==> src/rtl/fpc_pkg.sv <==
package fpc_pkg;

    typedef enum logic [1:0] {
        OP_WRSR = 2'd0,
        OP_PROG = 2'd1,
        OP_SECT = 2'd2,
        OP_BULK = 2'd3
    } op_e;

    typedef struct packed {
        logic       lock;
        logic [2:0] zone;
        logic       wen;
    } guard_state_t;

    typedef struct packed {
        logic accept;
        logic reject;
    } verdict_t;

    function automatic logic [7:0] pack_status(guard_state_t s);
        return {s.lock, 2'b00, s.zone, s.wen, 1'b0};
    endfunction

endpackage

==> src/rtl/fpc_zone_map.sv <==
module fpc_zone_map #(
    parameter int SEC_W = 4
) (
    input  logic [2:0]       zone,
    input  logic [SEC_W-1:0] sector,
    output logic             in_zone
);
    localparam int NSEC   = 1 << SEC_W;
    localparam int SPAN_W = SEC_W + 1;

    logic [SPAN_W-1:0] span;
    logic [SPAN_W-1:0] limit;
    logic [NSEC-1:0]   sec_hit;

    always_comb begin
        span = '0;
        if (zone != 3'd0) begin
            if ({29'd0, zone} > SEC_W)
                span = SPAN_W'(NSEC);
            else
                span = SPAN_W'(1) << (zone - 3'd1);
        end
    end

    assign limit = SPAN_W'(NSEC) - span;

    for (genvar s = 0; s < NSEC; s++) begin : g_sec
        assign sec_hit[s] = (SPAN_W'(s) >= limit);
    end

    assign in_zone = sec_hit[sector];

endmodule

==> src/rtl/fpc_decide.sv <==
module fpc_decide
    import fpc_pkg::*;
(
    input  logic         cmd_valid,
    input  op_e          op,
    input  guard_state_t st,
    input  logic         wp_n,
    input  logic         in_zone,
    output verdict_t     verdict,
    output logic         status_wr
);
    logic ok;

    always_comb begin
        ok = 1'b0;
        unique case (op)
            OP_WRSR: ok = st.wen && !(st.lock && !wp_n);
            OP_PROG,
            OP_SECT: ok = st.wen && !in_zone;
            OP_BULK: ok = st.wen && (st.zone == 3'd0);
            default: ok = 1'b0;
        endcase
    end

    always_comb begin
        verdict.accept = cmd_valid && ok;
        verdict.reject = cmd_valid && !ok;
        status_wr      = cmd_valid && ok && (op == OP_WRSR);
    end

endmodule

==> src/rtl/fpc_state.sv <==
module fpc_state
    import fpc_pkg::*;
(
    input  logic         clk,
    input  logic         rst,
    input  logic         wren,
    input  logic         cmd_valid,
    input  logic         status_wr,
    input  logic         new_lock,
    input  logic [2:0]   new_zone,
    output guard_state_t st
);
    always_ff @(posedge clk) begin
        if (rst) begin
            st <= '0;
        end else begin
            if (cmd_valid)
                st.wen <= 1'b0;
            else if (wren)
                st.wen <= 1'b1;
            if (status_wr) begin
                st.lock <= new_lock;
                st.zone <= new_zone;
            end
        end
    end

endmodule

==> src/rtl/flash_protect_ctrl.sv <==
module flash_protect_ctrl
    import fpc_pkg::*;
#(
    parameter int SEC_W = 4
) (
    input  logic             clk,
    input  logic             rst,
    input  logic             wp_n,
    input  logic             wren,
    input  logic             cmd_valid,
    input  logic [1:0]       cmd_kind,
    input  logic [SEC_W-1:0] cmd_sector,
    input  logic             wr_lock,
    input  logic [2:0]       wr_zone,
    output logic             cmd_accept,
    output logic             cmd_reject,
    output logic [7:0]       status,
    output logic             hard_locked
);
    guard_state_t st;
    verdict_t     verdict_d;
    verdict_t     verdict_q;
    logic         in_zone;
    logic         status_wr;

    fpc_zone_map #(.SEC_W(SEC_W)) u_zone (
        .zone    (st.zone),
        .sector  (cmd_sector),
        .in_zone (in_zone)
    );

    fpc_decide u_decide (
        .cmd_valid (cmd_valid),
        .op        (op_e'(cmd_kind)),
        .st        (st),
        .wp_n      (wp_n),
        .in_zone   (in_zone),
        .verdict   (verdict_d),
        .status_wr (status_wr)
    );

    fpc_state u_state (
        .clk       (clk),
        .rst       (rst),
        .wren      (wren),
        .cmd_valid (cmd_valid),
        .status_wr (status_wr),
        .new_lock  (wr_lock),
        .new_zone  (wr_zone),
        .st        (st)
    );

    always_ff @(posedge clk) begin
        if (rst) verdict_q <= '0;
        else     verdict_q <= verdict_d;
    end

    assign cmd_accept  = verdict_q.accept;
    assign cmd_reject  = verdict_q.reject;
    assign status      = pack_status(st);
    assign hard_locked = st.lock && !wp_n;

endmodule

==> config.mk <==
export PLATFORM = sky130hd
export DESIGN_NAME = flash_protect_ctrl
export DESIGN_NICKNAME = d
export VERILOG_FILES = /design/src/rtl/fpc_pkg.sv /design/src/rtl/fpc_zone_map.sv /design/src/rtl/fpc_decide.sv /design/src/rtl/fpc_state.sv /design/src/rtl/flash_protect_ctrl.sv
export SDC_FILE = /design/constraint.sdc
export NUM_CORES = 1
export LEC_CHECK = 0
export ABC_AREA = 1
export BUFFER_PORTS_ARGS = -buffer_cell sky130_fd_sc_hd__buf_2
export CAP_MARGIN = 30
export CELL_PAD_IN_SITES_DETAIL_PLACEMENT = 1
export CELL_PAD_IN_SITES_GLOBAL_PLACEMENT = 1
export CORE_MARGIN = 8
export CORE_UTILIZATION = 33
export CTS_CLUSTER_SIZE = 20
export DETAILED_ROUTE_END_ITERATION = 16
export PLACE_DENSITY_LB_ADDON = 0.1
export SLEW_MARGIN = 20
export SYNTH_ARGS = -nofsm -noshare
export SYNTH_HDL_FRONTEND = slang
export SYNTH_HIERARCHICAL = 1
export SYNTH_SLANG_ARGS = --single-unit
==> constraint.sdc <==
create_clock -name clk -period 7.19 [get_ports clk]
set_clock_uncertainty 0.05 [all_clocks]
set_input_delay 1.438 -clock clk [delete_from_list [all_inputs] [get_ports clk]]
set_output_delay 1.438 -clock clk [all_outputs]
set_load 0.005 [all_outputs]
==> impl.org <==
** Run status
- The flow ran to the end, and the final reports show no timing, DRC or antenna violations.

** Clocking
- Clock buffer count from CTS :: 3
- Clock-pin slew was measured on the worst setup and hold paths at 0.05 ns.
- Worst-case clock buffer depth :: 2
- The tree built by TritonCTS fans out to 7 sinks.
- In this run the post-CTS setup repair buffer count came out at 0.
- Hold Buf Count CTS :: 0
- TritonCTS built the clock tree.
- After clock tree synthesis, the repair step resized 0 gates.
- H-tree depth :: 1
- Cell at the root of the clock tree :: clkbuf_4
- Clock latency on the worst-skew pair :: 0.25 ns

** Floorplanning
- The floorplan step set the die width to 62.1 um.
- Site row count :: 16
- Area of the placeable core :: 0.00198 mm2
- Boundary pin count :: 26
- Measured along the y axis, the die boundary spans 62.1 um.
- Area enclosed by the die boundary :: 0.00385 mm2
- Starting Density :: 0.354

** Logic synthesis
- For this run, the number of Yosys warnings is 6.
- The share of the Yosys chip area taken by registers is 0.200.
- A synthesized cell averages 5.79 um2.
- After synthesis the netlist holds a flip-flop and latch count of 7.
- The cell count after synthesis came out at 121.
- In this run the cell area of the synthesized design comes to 701 um2.
- Yosys mapped the design onto 17 distinct sky130hd cell types.

** STA
- For the final routed database, the setup TNS stands at 0 ns.
- For the finished layout, the period the worst path requires is 3.23 ns.
- Dividing the final minimum period by the clock period gives 0.449.
- Hold is met by 0.441 ns.
- Setup violations remaining at the end of the flow were counted as 0.
- Final Hold Vio Count :: 0
- Unrepaired setup endpoints after global routing :: false
- Fmax :: 310 MHz
- The max-slew violation total from the final report was 0.

** Flow run
- Max-cap violations :: 0

** Setup path
- STA classifies the critical path endpoint as an output pin.
- Crit path max fanout :: 2
- The worst setup path is of the input pin to output pin kind.
- At the worst endpoint, the arrival time is 1.74 ns.
- STA puts the critical path data required time at 5.70 ns.
- Worst-case register-to-register setup slack :: 4.44 ns
- Kind of start point of the critical path :: input pin

** Placed design
- Number of buffers inserted by port buffering :: 22
- Post-Place Cells :: 168
- Summed over all nets, the half-perimeter wirelength after detailed placement is 1.59 mm.
- Once placement finished, the instance area stood at 818 um2.
- Routability congestion estimate :: 0.729

** Routing
- The routed layout has 771 vias.
- After detailed routing, the average wire length per cell comes to 10.5 um.
- DR iter-0 viols :: 4
- After detailed routing, the number of remaining DRC violations is 0.
- Once detail routing completed, the nets flagged for antenna violations numbered 0.
- Number of detailed-route iterations in the first pass :: 3
- Drt via density :: 4.48
- Total Routed Length :: 1.81 mm

** Power
- Largest vdd supply drop :: 0.0939 mV
- The share of total power dissipated in sequential elements is 0.421.
- Net switching power of the design :: 0.0000271 W
- In this run the power density over the cells is 114 mW/mm2.
- Of the total power, the share spent switching nets is 0.281.
- The share of total power dissipated in the clock network is 0.375.
- Of the total power, combinational logic draws 0.204.
- The internal portion of the total power is 0.0000693 W.
- Leak :: 0.484 nW

** Layout
- Leading cell types in the layout, fill and taps excluded :: nand2_1, buf_2, inv_1
- Nets@finish :: 167
- The finished cells cover 845 um2.
- Non-filler instance count after layout :: 172
- Compared with the post-synthesis result, the final layout area differs by 20.5%.
- In the final layout, the share of cells above drive strength 1 is 0.269.
- The library cell used most frequently in the layout, excluding fill and tap cells, is nand2_1.
- 0 antenna diodes ended up in the layout.

** Global route
- Final global-route overflow total :: 0
- Across every metal layer, demand over resource in global routing totals 0.111.
- Entering global routing, the biggest net connects 9 pins.
- The number of antenna violations at the first check in global routing is 0.
- Number of global-route vias before repair :: 818
- The first global-routing pass estimated 3.27 mm of wire.

** Hold path
- In this run the worst hold path is classified as flip-flop to flip-flop.
Yosys cell counts, drive strengths merged:
cell type,instances,area (um2)
ha,6,75.1
nor3,1,5.00
nand3,11,65.1
nand4,2,12.5
inv,27,101
a21oi,5,25.0
conb,1,3.75
o21a,2,15.0
dfxtp,7,140
nand2,32,120
buf,4,33.8
nor2,22,97.6
or2,1,6.26
kinds of logic (layout without fill, tap and decap cells):
kind of cell,count (synthesis),in the layout,share of synthesized area
compound gates,7,7,0.0571
simple gates,69,69,0.438
flops,7,7,0.200
buf+inv,31,53,0.193
other cells,1,3,0.00535
fa+ha+maj,6,6,0.107
metrics by stage:
step	util	setup WS, ns	power [W]
6_report	0.426	3.96	0.0000965
5_1_grt	0.426	3.91	0.000105
4_1_cts	0.426	3.96	0.0000979
3_5_place_dp	0.413	3.96	0.0000613
3_3_place_gp	0.413	3.97	0.0000605
2_1_floorplan	-	4.16	0.0000541
sequential cells by signal (all words and copies together) (netlist names):
| register | cells |
|---|---|
| u_state/st | 5 |
| cmd_accept | 1 |
| cmd_reject | 1 |
critical path: stages:
cell,delay [ns]
buf_2,0.11
nor2_1,0.08
buf_2,0.11
layout make-up:
| type | count | area (um2) |
|---|---|---|
| Sequential cell | 7 | 140 |
| Tap cell | 27 | 33.8 |
| Timing Repair Buffer | 22 | 110 |
| Clock buffer | 4 | 26.3 |
| Fill cell | 302 | 1140 |
| Multi-Input combinational cell | 85 | 433 |
| Inverter | 27 | 101 |
path summary, 6_finish.rpt:
kind | start | endpoint | depth (start not counted)
min reg2reg | u_state/st[0]$_SDFFE_PP0P_ | u_state/st[0]$_SDFFE_PP0P_ | 1
min | u_state/st[0]$_SDFFE_PP0P_ | u_state/st[0]$_SDFFE_PP0P_ | 1
max | wp_n | hard_locked | 3
max reg2reg | u_state/st[2]$_SDFFE_PP0P_ | u_state/st[1]$_SDFFE_PP0P_ | 20
per-layer routing:
layer	up-vias	global-route usage	wire length, um
li1	406	-	-
met1	347	0.126	815
met2	16	0.192	869
met3	2	0.0432	106
met4	0	0.0195	14
met5	-	0	0
power by group through the flow:
| stage | clock [W] | combinational (W) | sequential, W |
|---|---|---|---|
| 2_1_floorplan | 0 | 0.0000126 | 0.0000415 |
| 3_5_place_dp | 0 | 0.0000198 | 0.0000415 |
| 3_3_place_gp | 0 | 0.0000190 | 0.0000414 |
| 4_1_cts | 0.0000373 | 0.0000200 | 0.0000406 |
| 6_report | 0.0000362 | 0.0000197 | 0.0000406 |
| 5_1_grt | 0.0000412 | 0.0000231 | 0.0000407 |
Power figures use the tool's default switching activity.
